**src/rtl/mtf_pkg.sv**
```systemverilog
package mtf_pkg;
    typedef enum logic [2:0] {
        OP_NOP    = 3'd0,
        OP_ALLOC  = 3'd1,
        OP_FREE   = 3'd2,
        OP_ISSUE  = 3'd3,
        OP_RETRY  = 3'd4,
        OP_FRONT  = 3'd5,
        OP_SQUASH = 3'd6,
        OP_DRAIN  = 3'd7
    } op_e;

    typedef enum logic [1:0] {
        DS_RUN      = 2'd0,
        DS_DRAINING = 2'd1,
        DS_DRAINED  = 2'd2
    } drain_e;
endpackage

```
**src/rtl/mtf_lookup.sv**
```systemverilog
module mtf_lookup #(
    parameter int N      = 5,
    parameter int ADDR_W = 16,
    parameter int SIZE_W = 8,
    parameter int IDX_W  = 3
) (
    input  logic [N-1:0]      e_valid,
    input  logic [N-1:0]      e_svc,
    input  logic [N-1:0]      e_sec,
    input  logic [ADDR_W-1:0] e_addr [N],
    input  logic [SIZE_W-1:0] e_size [N],
    input  logic [ADDR_W-1:0] probe_addr,
    input  logic              probe_secure,
    input  logic [ADDR_W-1:0] pend_addr,
    input  logic [SIZE_W-1:0] pend_size,
    input  logic              pend_secure,
    output logic              match_hit,
    output logic [IDX_W-1:0]  match_idx,
    output logic [N-1:0]      match_mask,
    output logic              pend_hit,
    output logic [IDX_W-1:0]  pend_idx
);
    localparam int EXT_W = ADDR_W + 1;

    logic [N-1:0] ovl;

    // Per-entry comparators, one copy per entry
    for (genvar g = 0; g < N; g++) begin : g_cmp
        logic [EXT_W-1:0] e_lo, e_hi, p_lo, p_hi;
        always_comb begin
            e_lo = {1'b0, e_addr[g]};
            e_hi = e_lo + EXT_W'(e_size[g]);
            p_lo = {1'b0, pend_addr};
            p_hi = p_lo + EXT_W'(pend_size);
            match_mask[g] = e_valid[g] && (e_addr[g] == probe_addr)
                            && (e_sec[g] == probe_secure);
            ovl[g] = e_valid[g] && !e_svc[g] && (e_sec[g] == pend_secure)
                     && ((e_lo < p_lo) ? (e_hi > p_lo) : (p_hi > e_lo));
        end
    end

    // Lowest-index priority for both lookups
    always_comb begin
        match_hit = 1'b0;
        match_idx = '0;
        pend_hit  = 1'b0;
        pend_idx  = '0;
        for (int i = N - 1; i >= 0; i--) begin
            if (match_mask[i]) begin
                match_hit = 1'b1;
                match_idx = IDX_W'(i);
            end
            if (ovl[i]) begin
                pend_hit = 1'b1;
                pend_idx = IDX_W'(i);
            end
        end
    end
endmodule

```
**src/rtl/mtf_issue_pick.sv**
```systemverilog
module mtf_issue_pick #(
    parameter int N       = 5,
    parameter int TIME_W  = 16,
    parameter int STAMP_W = 16,
    parameter int IDX_W   = 3
) (
    input  logic [N-1:0]       e_valid,
    input  logic [N-1:0]       e_svc,
    input  logic [N-1:0]       e_front,
    input  logic [TIME_W-1:0]  e_ready [N],
    input  logic [STAMP_W-1:0] e_stamp [N],
    input  logic [TIME_W-1:0]  now,
    output logic               issue_valid,
    output logic [IDX_W-1:0]   issue_idx
);
    logic [N-1:0] cand;

    always_comb begin
        for (int i = 0; i < N; i++) begin
            cand[i] = e_valid[i] && !e_svc[i]
                      && (e_front[i] || (e_ready[i] <= now));
        end
    end

    // Linear scan keeping the best candidate seen so far
    always_comb begin
        logic              found;
        logic              take;
        logic [IDX_W-1:0]  best;
        found = 1'b0;
        best  = '0;
        for (int i = 0; i < N; i++) begin
            take = 1'b0;
            if (cand[i]) begin
                if (!found) begin
                    take = 1'b1;
                end else if (e_front[best]) begin
                    take = 1'b0;
                end else if (e_front[i]) begin
                    take = 1'b1;
                end else if (e_ready[i] < e_ready[best]) begin
                    take = 1'b1;
                end else if ((e_ready[i] == e_ready[best])
                             && (e_stamp[i] < e_stamp[best])) begin
                    take = 1'b1;
                end
            end
            if (take) begin
                found = 1'b1;
                best  = IDX_W'(i);
            end
        end
        issue_valid = found;
        issue_idx   = best;
    end
endmodule

```
**src/rtl/mtf_drain_ctl.sv**
```systemverilog
module mtf_drain_ctl
    import mtf_pkg::*;
(
    input  logic clk,
    input  logic rst,
    input  logic drain_req,
    input  logic alloc_go,
    input  logic cur_zero,
    input  logic next_zero,
    output logic drain_busy,
    output logic drain_done
);
    drain_e state, state_nxt;
    logic   done_set;

    // State register
    always_ff @(posedge clk) begin
        if (rst) begin
            state      <= DS_RUN;
            drain_done <= 1'b0;
        end else begin
            state      <= state_nxt;
            drain_done <= done_set;
        end
    end

    // Next state and outputs
    always_comb begin
        state_nxt = state;
        done_set  = 1'b0;
        unique case (state)
            DS_RUN: begin
                if (drain_req && cur_zero) begin
                    state_nxt = DS_DRAINED;
                    done_set  = 1'b1;
                end else if (drain_req) begin
                    state_nxt = DS_DRAINING;
                end
            end
            DS_DRAINING: begin
                if (next_zero) begin
                    state_nxt = DS_DRAINED;
                    done_set  = 1'b1;
                end
            end
            DS_DRAINED: begin
                if (alloc_go) begin
                    state_nxt = DS_RUN;
                end else if (drain_req) begin
                    done_set = 1'b1;
                end
            end
            default: state_nxt = DS_RUN;
        endcase
        drain_busy = (state == DS_DRAINING);
    end
endmodule

```
**src/rtl/miss_track_file.sv**
```systemverilog
module miss_track_file
    import mtf_pkg::*;
#(
    parameter int REQ_ENTRIES = 4,
    parameter int RESERVE     = 2,
    parameter int ADDR_W      = 16,
    parameter int SIZE_W      = 8,
    parameter int TID_W       = 2,
    parameter int TIME_W      = 16,
    parameter int STAMP_W     = 16,
    localparam int ENTRIES    = REQ_ENTRIES + RESERVE - 1,
    localparam int IDX_W      = (ENTRIES > 1) ? $clog2(ENTRIES) : 1,
    localparam int CNT_W      = $clog2(ENTRIES + 1)
) (
    input  logic               clk,
    input  logic               rst,
    input  logic [2:0]         cmd_op,
    input  logic [IDX_W-1:0]   cmd_idx,
    input  logic [ADDR_W-1:0]  new_addr,
    input  logic [SIZE_W-1:0]  new_size,
    input  logic               new_secure,
    input  logic [TID_W-1:0]   new_tid,
    input  logic [TIME_W-1:0]  new_ready,
    input  logic [TID_W-1:0]   squash_tid,
    input  logic [TIME_W-1:0]  now,
    input  logic [ADDR_W-1:0]  probe_addr,
    input  logic               probe_secure,
    input  logic [ADDR_W-1:0]  pend_addr,
    input  logic [SIZE_W-1:0]  pend_size,
    input  logic               pend_secure,
    output logic [IDX_W-1:0]   alloc_idx,
    output logic               alloc_err,
    output logic               full,
    output logic [CNT_W-1:0]   alloc_count,
    output logic [CNT_W-1:0]   svc_count,
    output logic               issue_valid,
    output logic [IDX_W-1:0]   issue_idx,
    output logic               match_hit,
    output logic [IDX_W-1:0]   match_idx,
    output logic [ENTRIES-1:0] match_mask,
    output logic               pend_hit,
    output logic [IDX_W-1:0]   pend_idx,
    output logic               drain_busy,
    output logic               drain_done
);
    localparam int N         = ENTRIES;
    localparam int FULL_MARK = ENTRIES - RESERVE;

    op_e op;
    assign op = op_e'(cmd_op);

    logic [N-1:0]       e_valid, e_svc, e_sec, e_front;
    logic [ADDR_W-1:0]  e_addr  [N];
    logic [SIZE_W-1:0]  e_size  [N];
    logic [TID_W-1:0]   e_tid   [N];
    logic [TIME_W-1:0]  e_ready [N];
    logic [STAMP_W-1:0] e_stamp [N];
    logic [STAMP_W-1:0] stamp_ctr;

    logic               have_free;
    logic [N-1:0]       sq_mask;
    logic [CNT_W-1:0]   sq_n;
    logic [CNT_W-1:0]   cnt_nxt;
    logic               alloc_go, free_go, issue_go, retry_go, front_go;

    // Lowest free entry and squash set
    always_comb begin
        have_free = 1'b0;
        alloc_idx = '0;
        sq_n      = '0;
        for (int i = N - 1; i >= 0; i--) begin
            if (!e_valid[i]) begin
                have_free = 1'b1;
                alloc_idx = IDX_W'(i);
            end
        end
        for (int i = 0; i < N; i++) begin
            sq_mask[i] = e_valid[i] && !e_svc[i] && (e_tid[i] == squash_tid);
            sq_n       = sq_n + CNT_W'(sq_mask[i]);
        end
    end

    assign alloc_go = (op == OP_ALLOC) && have_free;
    assign free_go  = (op == OP_FREE)  && e_valid[cmd_idx];
    assign issue_go = (op == OP_ISSUE) && e_valid[cmd_idx] && !e_svc[cmd_idx];
    assign retry_go = (op == OP_RETRY) && e_valid[cmd_idx] && e_svc[cmd_idx];
    assign front_go = (op == OP_FRONT) && e_valid[cmd_idx] && !e_svc[cmd_idx];

    always_comb begin
        cnt_nxt = alloc_count;
        if (alloc_go) begin
            cnt_nxt = alloc_count + 1'b1;
        end else if (free_go) begin
            cnt_nxt = alloc_count - 1'b1;
        end else if (op == OP_SQUASH) begin
            cnt_nxt = alloc_count - sq_n;
        end
    end

    assign full = (alloc_count >= CNT_W'(FULL_MARK));

    // Entry state and tallies
    always_ff @(posedge clk) begin
        if (rst) begin
            e_valid     <= '0;
            e_svc       <= '0;
            e_sec       <= '0;
            e_front     <= '0;
            stamp_ctr   <= '0;
            alloc_count <= '0;
            svc_count   <= '0;
            alloc_err   <= 1'b0;
            for (int i = 0; i < N; i++) begin
                e_addr[i]  <= '0;
                e_size[i]  <= '0;
                e_tid[i]   <= '0;
                e_ready[i] <= '0;
                e_stamp[i] <= '0;
            end
        end else begin
            alloc_err   <= (op == OP_ALLOC) && !have_free;
            alloc_count <= cnt_nxt;
            if (alloc_go) begin
                e_valid[alloc_idx] <= 1'b1;
                e_svc[alloc_idx]   <= 1'b0;
                e_front[alloc_idx] <= 1'b0;
                e_sec[alloc_idx]   <= new_secure;
                e_addr[alloc_idx]  <= new_addr;
                e_size[alloc_idx]  <= new_size;
                e_tid[alloc_idx]   <= new_tid;
                e_ready[alloc_idx] <= new_ready;
                e_stamp[alloc_idx] <= stamp_ctr;
                stamp_ctr          <= stamp_ctr + 1'b1;
            end
            if (free_go) begin
                e_valid[cmd_idx] <= 1'b0;
                e_front[cmd_idx] <= 1'b0;
                if (e_svc[cmd_idx]) begin
                    e_svc[cmd_idx] <= 1'b0;
                    svc_count      <= svc_count - 1'b1;
                end
            end
            if (issue_go) begin
                e_svc[cmd_idx]   <= 1'b1;
                e_front[cmd_idx] <= 1'b0;
                svc_count        <= svc_count + 1'b1;
            end
            if (retry_go) begin
                e_svc[cmd_idx]   <= 1'b0;
                e_stamp[cmd_idx] <= stamp_ctr;
                stamp_ctr        <= stamp_ctr + 1'b1;
                svc_count        <= svc_count - 1'b1;
            end
            if (front_go) begin
                e_front          <= '0;
                e_front[cmd_idx] <= 1'b1;
            end
            if (op == OP_SQUASH) begin
                for (int i = 0; i < N; i++) begin
                    if (sq_mask[i]) begin
                        e_valid[i] <= 1'b0;
                        e_front[i] <= 1'b0;
                    end
                end
            end
        end
    end

    mtf_lookup #(
        .N(N), .ADDR_W(ADDR_W), .SIZE_W(SIZE_W), .IDX_W(IDX_W)
    ) u_lookup (
        .e_valid(e_valid), .e_svc(e_svc), .e_sec(e_sec),
        .e_addr(e_addr), .e_size(e_size),
        .probe_addr(probe_addr), .probe_secure(probe_secure),
        .pend_addr(pend_addr), .pend_size(pend_size), .pend_secure(pend_secure),
        .match_hit(match_hit), .match_idx(match_idx), .match_mask(match_mask),
        .pend_hit(pend_hit), .pend_idx(pend_idx)
    );

    mtf_issue_pick #(
        .N(N), .TIME_W(TIME_W), .STAMP_W(STAMP_W), .IDX_W(IDX_W)
    ) u_pick (
        .e_valid(e_valid), .e_svc(e_svc), .e_front(e_front),
        .e_ready(e_ready), .e_stamp(e_stamp), .now(now),
        .issue_valid(issue_valid), .issue_idx(issue_idx)
    );

    mtf_drain_ctl u_drain (
        .clk(clk), .rst(rst),
        .drain_req(op == OP_DRAIN),
        .alloc_go(alloc_go),
        .cur_zero(alloc_count == '0),
        .next_zero(cnt_nxt == '0),
        .drain_busy(drain_busy),
        .drain_done(drain_done)
    );
endmodule

```
**config.mk**
```make
export PLATFORM = sky130hd
export DESIGN_NAME = miss_track_file
export DESIGN_NICKNAME = d
export VERILOG_FILES = /design/src/rtl/mtf_pkg.sv /design/src/rtl/mtf_lookup.sv /design/src/rtl/mtf_issue_pick.sv /design/src/rtl/mtf_drain_ctl.sv /design/src/rtl/miss_track_file.sv
export SDC_FILE = /design/constraint.sdc
export NUM_CORES = 2
export LEC_CHECK = 0
export ABC_AREA = 1
export BUFFER_PORTS_ARGS = -buffer_cell sky130_fd_sc_hd__buf_2
export CAP_MARGIN = 10
export CORE_MARGIN = 2
export CORE_UTILIZATION = 26
export DETAILED_ROUTE_END_ITERATION = 12
export HOLD_SLACK_MARGIN = 0.1
export PLACE_DENSITY = 0.4
export SLEW_MARGIN = 20
export SYNTH_ARGS = -nofsm -noshare
export SYNTH_HDL_FRONTEND = slang
export SYNTH_HIERARCHICAL = 1
export SYNTH_SLANG_ARGS = --single-unit
```
**constraint.sdc**
```tcl
create_clock -name clk -period 11.1 [get_ports clk]
set_input_delay 0.555 -clock clk [delete_from_list [all_inputs] [get_ports clk]]
set_output_delay 0.555 -clock clk [all_outputs]
set_load 0.005 [all_outputs]
```
Word level (Yosys, flattened, before mapping) --
Memories as Yosys holds them, arrays and structs flattened. Cells that the tools add are included.
Storage, ports and cells: word-level logic and storage cells 388, input bits 111, flip-flop bits (word level) 326, memories kept 1, RAM bits 10, output and inout port bits 30
Operators by class: reduce and logical (&&, ||, !) cells 74, bitwise gates (word level) 16, $lt $le $gt $ge 43, multiplexer cells 172, add/sub/neg operators 16, equal/unequal tests 36
Memory list:
- e_tid | depth 5, bits a word 2, read ports 5, clocked after Yosys merged registers in 0, wr ports 5, RTL line miss_track_file.sv:55 | logic [TID_W-1:0] e_tid [N];
Operator list (count):
- bitwise mux 80 bit | 4
- binary-select mux 16 bit (select 3 bit) | 6
- 2-to-1 mux 16 bit | 16
- 2-to-1 mux 80 bit | 3
- < comparator 16 bit | 13
- > comparator 17 x 16 -> 1 bit | 10
- == test 16 bit | 9
- adder 16 x 8 -> 17 bit | 6
- demux 16 bit (select 3 bit) | 2
- 2-to-1 mux 5 bit | 19
- <= comparator 16 bit | 5
- 2-to-1 mux 1 bit | 78
- 2-to-1 mux 3 bit | 24
- logical AND 1 bit | 53
- bitwise mux 40 bit | 1
- bitwise AND 5 bit | 7
- demux 8 bit (select 3 bit) | 1
- greater-or-equal comparator 4 bit, second input constant | 5
- adder 16 x 1 -> 16 bit, second input constant | 1
- binary-select mux 1 bit (select 3 bit) | 5
- 2-to-1 mux 2 bit | 7
- == test 3 bit, second input constant | 4
- == test 1 bit | 10
- == test 2 bit | 5
- 38 further kinds | 63

Depth between registers and ports, before layout --
depth after elaboration 48, mapped depth 68, mapped depth without buffers 63

By module --
Netlist, hierarchy kept.
By module, submodules not included:
- miss_track_file | sequential area each 6766.5 sq um, cells an instance 1957, area an instance 14168.6 sq um, times used 1
- mtf_lookup | sequential area each 0.0 sq um, cells an instance 1518, area an instance 9962.1 sq um, times used 1
- mtf_issue_pick | sequential area each 0.0 sq um, cells an instance 1074, area an instance 6521.3 sq um, times used 1
- mtf_drain_ctl | sequential area each 60.1 sq um, cells an instance 26, area an instance 170.2 sq um, times used 1

Worst setup path after synthesis --
No wires, ideal clock.
path kind input port to output port, start point in now[11], end point out issue_idx[2], path slack 3.342 ns, path buffers 6, stages on the path 55, data required time 10.545 ns, arrival time 7.203 ns, path through inv_1 -> ha_1 -> nand2_1 -> o21bai_1 -> a21oi_1 -> nor2_1 -> nand2_1 -> a21oi_2 -> nand2_2 -> nand2_2 -> buf_2 -> clkbuf_1 -> nand2_1 -> o21ai_0 -> ha_1 -> a21oi_1 -> o211ai_1 -> a221oi_1 -> [19 not listed] -> nand2_1 -> nand2_2 -> nand2_4 -> nand2_2 -> clkbuf_1 -> clkbuf_1 -> o211ai_1 -> nand2_1 -> ha_1 -> nand2_1 -> inv_1 -> a221oi_1 -> o221ai_1 -> a21oi_1 -> nor2_1 -> nand2_1 -> nand2_2 -> a21oi_1
On the way: longest elaborated chain between the ends 47, elaborated cells between the ends (all ways) 83, those cells by class order compare: 11; eq/ne: 3; mux: 53; bitwise: 3; reduce/logical: 13
RTL lines:
- start: declaration | RTL line miss_track_file.sv:25 | input logic [TIME_W-1:0] now,
- <= comparator 16 bit | RTL line mtf_issue_pick.sv:21 | && (e_front[i] || (e_ready[i] <= now));
- logical OR 1 bit | RTL line mtf_issue_pick.sv:21
- logical AND 1 bit | RTL line mtf_issue_pick.sv:21
- 2-to-1 mux 1 bit | RTL line mtf_issue_pick.sv:34 | if (cand[i]) begin
- 2-to-1 mux 1 bit | RTL line mtf_issue_pick.sv:48 | if (take) begin
- 2-to-1 mux 1 bit | RTL line mtf_issue_pick.sv:35 | if (!found) begin
- 2-to-1 mux 1 bit | RTL line mtf_issue_pick.sv:34
- 2-to-1 mux 1 bit | RTL line mtf_issue_pick.sv:48
- [31 not listed]
- logical AND 1 bit | RTL line mtf_issue_pick.sv:44 | && (e_stamp[i] < e_stamp[best])) begin
- 2-to-1 mux 1 bit | RTL line mtf_issue_pick.sv:43 | end else if ((e_ready[i] == e_ready[best])
- 2-to-1 mux 1 bit | RTL line mtf_issue_pick.sv:41 | end else if (e_ready[i] < e_ready[best]) begin
- 2-to-1 mux 1 bit | RTL line mtf_issue_pick.sv:39 | end else if (e_front[i]) begin
- 2-to-1 mux 1 bit | RTL line mtf_issue_pick.sv:37 | end else if (e_front[best]) begin
- 2-to-1 mux 1 bit | RTL line mtf_issue_pick.sv:35
- 2-to-1 mux 1 bit (*) | RTL line mtf_issue_pick.sv:34
- 2-to-1 mux 3 bit (*) | RTL line mtf_issue_pick.sv:48
- end: declaration | RTL line miss_track_file.sv:37 | output logic [IDX_W-1:0] issue_idx,
Every way passes the cells marked *; elsewhere a longest branch is shown, timed or not. The select of a mux whose other input is x is not followed.

Final worst setup path --
start point reg e_ready[79] in the netlist's numbering, end point out issue_idx[1]
On the way: longest elaborated chain between the ends 48, elaborated cells between the ends (all ways) 78, those cells by class order compare: 8; eq/ne: 4; mux: 57; bitwise: 3; reduce/logical: 6
RTL lines:
- start: declaration | RTL line miss_track_file.sv:56 | logic [TIME_W-1:0] e_ready [N];
- start signal: indexed assignment | RTL line miss_track_file.sv:131 | e_ready[alloc_idx] <= new_ready;
- parallel branches: the longest is 47 deep, another holds <= comparator 16 bit
- 2-to-1 mux 3 bit (*) | RTL line mtf_issue_pick.sv:48
Mark *: on every way between the ends. The select of a mux whose other input is x is not followed.

==> impl_summary.txt <==
----------------------------------------------------
[Outcome]
  Outcome ... finished clean

[Setup path]
  Crit-path max FO ... 50
  R2R Setup Slk ... 6920 ps
  Kind of capture point of the worst setup path ... primary output
  CP Launch Type ... flip-flop
  Critical path data required time ... 10550 ps
  Crit Reg-Reg Startpoint ... e_svc[3]$_SDFF_PP0_
  Most frequent cell on the critical path ... sky130_fd_sc_hd__nand2_1
  Signal arrival time at the worst endpoint ... 9600 ps
  Reg-to-Reg End ... u_drain/state[0]$_SDFFE_PP0P_
  Critical-path top delay cell ... sky130_fd_sc_hd__nand2_4
  Worst Path Class, Setup ... flip-flop to primary output
  Largest stage delay on the critical path ... 420 ps
  Reg2Reg Depth ... 21

[Timing]
  Worst Clk Skew ... 16.7 ps
  Slew margin rel. ... 0.289
  Transition time at the pin with the least slew margin ... 1060 ps
  Setup repair after global routing missed its margin ... false
  Total Negative Setup Slacks ... 0 ps
  Endpoints failing hold ... 0
  Final Critical Period ... 10150 ps
  Fmax ... 0.0985 GHz
  Crit share post-route ... 0.915
  Final number of setup-violating endpoints ... 0
  Number of pins with negative max-slew slack in the final report ... 0

[Logic synthesis]
  Synth warnings ... 6
  Net count after synthesis ... 5192
  Post-synth EDFFs ... 10
  Predominant post-synthesis flop cell ... sky130_fd_sc_hd__dfxtp_1
  Area share of the largest cell type after synthesis ... 0.212
  Area of the mapped netlist ... 0.0308 mm²
  Async SR Flop Fraction ... 0
  Flip-flop and latch count after synthesis ... 336
  Sequential fraction of the synthesis area ... 0.221
  Post-synthesis cell type count ... 64
  Ranking of synthesized cells by area ... sky130_fd_sc_hd__dfxtp_1 21%, sky130_fd_sc_hd__ha_1 20%, sky130_fd_sc_hd__nand2_1 14%, sky130_fd_sc_hd__o21ai_0 6.1%, sky130_fd_sc_hd__nand3_1 6.0%
  Cells after synthesis ... 4575
  Syn Area/Cell ... 6.74 µm²
  Most area-hungry cell type in the Yosys netlist ... sky130_fd_sc_hd__dfxtp_1

[Clock tree]
  Clock sink count ... 336
  Post-CTS Hold Buffers ... 0
  Number of H-tree levels ... 2
  Clock Tree Buf Depth ... 3
  Clk Tree Root Cell ... sky130_fd_sc_hd__clkbuf_16
  Clock tree from TritonCTS ... built
  Clk slew on worst S/H paths ... 60 ps
  Setup repair bufs after CTS ... 0
  Source-to-sink clock delay at the later pin of the worst-skew pair ... 630 ps
  Total clock buffers created by CTS ... 46

[Drt]
  Via count ... 31.6k
  Final antenna-violating net count ... 0
  Iteration count of the initial detailed-routing pass ... 5
  Total Routed Length ... 138000 µm
  Post-detailed-route wirelength per cell ... 22.3 µm
  Detail-routed via count per cell ... 5.09
  Number of remaining DRC errors ... 0
  Iteration-0 DRC count of the detailed router ... 2281

[Layout]
  Fraction of final layout cells sized beyond drive strength 1 ... 0.0797
  Number of non-filler instances in the completed layout ... 6205
  Post-route standard cell area excluding fillers ... 0.0346 mm²
  Layout Area Growth over Synthesis ... 12.1%
  Final nets ... 5251
  Filler cell count ... 13.0k
  Layout Utilization ... 0.293

[Placement]
  Routability-driven placement congestion ratio ... 0.953
  Post-placement cell area ... 0.0330 mm²
  Port Buffer Count ... 140
  Half-perimeter wire length after detailed placement ... 104000 µm
  Number of placed instances, taps included ... 6122

[Min path]
  Count of cells along the worst hold path ... 3
  HP Class ... input pin to flip-flop
  Endpoint of the worst hold-timing path ... e_ready[38]$_SDFFE_PP0P_
  Startpoint of the worst hold path ... new_ready[6]

[Power]
  Combinational fraction of design power ... 0.177
  Internal power ... 2310 µW
  Net switching component of the power ... 1070 µW
  Clock network power share ... 0.455
  Power density cells ... 97.7 mW/mm²
  Relative contribution of sequential cells to total power ... 0.369
  Overall power of the completed layout ... 3380 µW
  Static Leakage ... 0.0162 µW
  Sw frac ... 0.316
  Maximum VDD drop ... 0.0996 mV

[Die]
  Die Width ... 348 µm
  Core Box Area ... 0.118 mm²
  Boundary pin count ... 141
  Area enclosed by the die boundary ... 0.121 mm²
  Number of core rows ... 126
  Vert. Die Dim ... 348 µm
  Initial standard-cell utilization of the core ... 0.262

[Run]
  Max Cap Viol ... 0

[GRT]
  Maximum number of pins on one net before global-route repair ... 120
  Antenna violations before repair ... 6
  Overall routing resource usage ... 0.224
  Wire length of the first global-routing pass ... 204000 µm
  Vias in the first global route ... 30.1k
  Overflow left after global routing ... 0

----------------------------------------------------
timing repair:
item                                    4_1_cts  5_1_grt
resized for setup                             0        2
endpoints found under the setup margin        0        3
hold endpoints to repair                      0        0
worst max path at each step:
stage                             start            to  slack, ps  cells past startpoint
2_1_floorplan                   now[11]  issue_idx[2]       3340                     55
3_3_place_gp                    now[11]  issue_idx[0]        960                     53
3_5_place_dp                    now[15]  issue_idx[2]       1020                     51
4_1_cts        e_ready[79]$_SDFFE_PP0P_  issue_idx[2]        570                     52
5_1_grt        e_ready[79]$_SDFFE_PP0P_  issue_idx[2]        130                     53
6_report       e_ready[79]$_SDFFE_PP0P_  issue_idx[1]        950                     53
critical path, delay by kind of cell (launching register included):
kind / cells / cell delay (ps)
AOI/OAI and AO/OA: 16 / 3430
adders and majority gates: 4 / 1150
and+or+nand+nor: 26 / 2700
DFF: 1 / 390
buffers and inverters: 7 / 1290
Yosys cell counts, types with 7 or more instances:
cell	count
sky130_fd_sc_hd__inv_2	22
sky130_fd_sc_hd__nand3b_1	13
sky130_fd_sc_hd__o22ai_1	42
sky130_fd_sc_hd__xnor2_1	22
sky130_fd_sc_hd__inv_1	481
sky130_fd_sc_hd__dfxtp_1	326
sky130_fd_sc_hd__nand3_2	12
sky130_fd_sc_hd__xor2_1	88
sky130_fd_sc_hd__nor2_1	251
sky130_fd_sc_hd__edfxtp_1	10
sky130_fd_sc_hd__or2_2	7
sky130_fd_sc_hd__a21oi_2	9
sky130_fd_sc_hd__o21ai_0	378
sky130_fd_sc_hd__a31oi_1	9
sky130_fd_sc_hd__a21o_1	8
sky130_fd_sc_hd__nor2_2	15
sky130_fd_sc_hd__nand3_1	369
sky130_fd_sc_hd__nor3_1	53
sky130_fd_sc_hd__nor3_2	10
sky130_fd_sc_hd__nand2_1	1137
sky130_fd_sc_hd__o21bai_1	11
sky130_fd_sc_hd__clkbuf_1	116
sky130_fd_sc_hd__ha_1	496
sky130_fd_sc_hd__buf_2	37
sky130_fd_sc_hd__a211oi_1	20
sky130_fd_sc_hd__o211ai_1	51
sky130_fd_sc_hd__nand4_1	64
sky130_fd_sc_hd__o21a_1	9
sky130_fd_sc_hd__o21ai_1	64
sky130_fd_sc_hd__nor4_1	16
sky130_fd_sc_hd__fa_1	10
sky130_fd_sc_hd__buf_1	8
sky130_fd_sc_hd__nand2_2	23
sky130_fd_sc_hd__a221oi_1	21
sky130_fd_sc_hd__a21oi_1	306
power groups by stage:
stage,Clock [µW],Combinational [µW],Sequential (µW)
floorplan,0,375,1260
global placement,0,588,1270
detailed placement,0,590,1270
CTS,1580,592,1240
global route,1610,667,1250
finish,1540,597,1240
placed cells by master, fill, tap and decap left out, types with 51 or more instances in the layout:
cell type and count:
sky130_fd_sc_hd__a21oi_1 306, sky130_fd_sc_hd__o21ai_1 64, sky130_fd_sc_hd__dfxtp_1 326, sky130_fd_sc_hd__nor3_1 53, sky130_fd_sc_hd__o211ai_1 51, sky130_fd_sc_hd__inv_1 480, sky130_fd_sc_hd__buf_2 140, sky130_fd_sc_hd__nand3_1 368
sky130_fd_sc_hd__nand2_1 1133, sky130_fd_sc_hd__nor2_1 251, sky130_fd_sc_hd__nand4_1 64, sky130_fd_sc_hd__o21ai_0 378, sky130_fd_sc_hd__ha_1 496, sky130_fd_sc_hd__xor2_1 88
registers in the layout, summed over array words and instances (netlist names), 10 cells and up:
name       cells
e_size        40
e_ready       80
e_stamp       80
stamp_ctr     16
e_tid         10
e_addr        80
per-stage QoR:
| step | hold WS (ps) | worst slack [ps] |
|---|---|---|
| after floorplan | 453 | 3340 |
| after global placement | 467 | 962 |
| after detailed placement | 475 | 1020 |
| after CTS | 204 | 573 |
| after global routing | 259 | 131 |
| final | 245 | 946 |
kinds of logic after synthesis:
logic type / after synthesis / share of synthesized area
and+or+nand+nor: 1996 / 0.282
buffers and inverters: 675 / 0.0855
AOI/OAI and AO/OA: 952 / 0.172
adders and majority gates: 506 / 0.208
DFF: 336 / 0.221
xor gates and xnor gates: 110 / 0.0313
routing by layer:
layer,wire [µm],share of wire,global-route usage,up-vias
met1,63500,0.46,0.301,14895
met5,0,0,0,-
met2,64000,0.46,0.379,873
met4,4360,0.032,0.0701,0
li1,-,-,-,15633
met3,6440,0.047,0.0189,187
layout make-up:
class,instances,area [µm²],area share
repair buffers,180,1000,0.0290
inverters,506,1910,0.0552
clock buffers,60,1260,0.0366
flip-flops and latches,336,6830,0.198
well taps,1536,1920,0.0556
diodes,2,5.00,0.000145
multi-input cells,3564,21400,0.619
clock inverters,21,230,0.00666
Note: power is estimated with default switching activity, not from simulation.
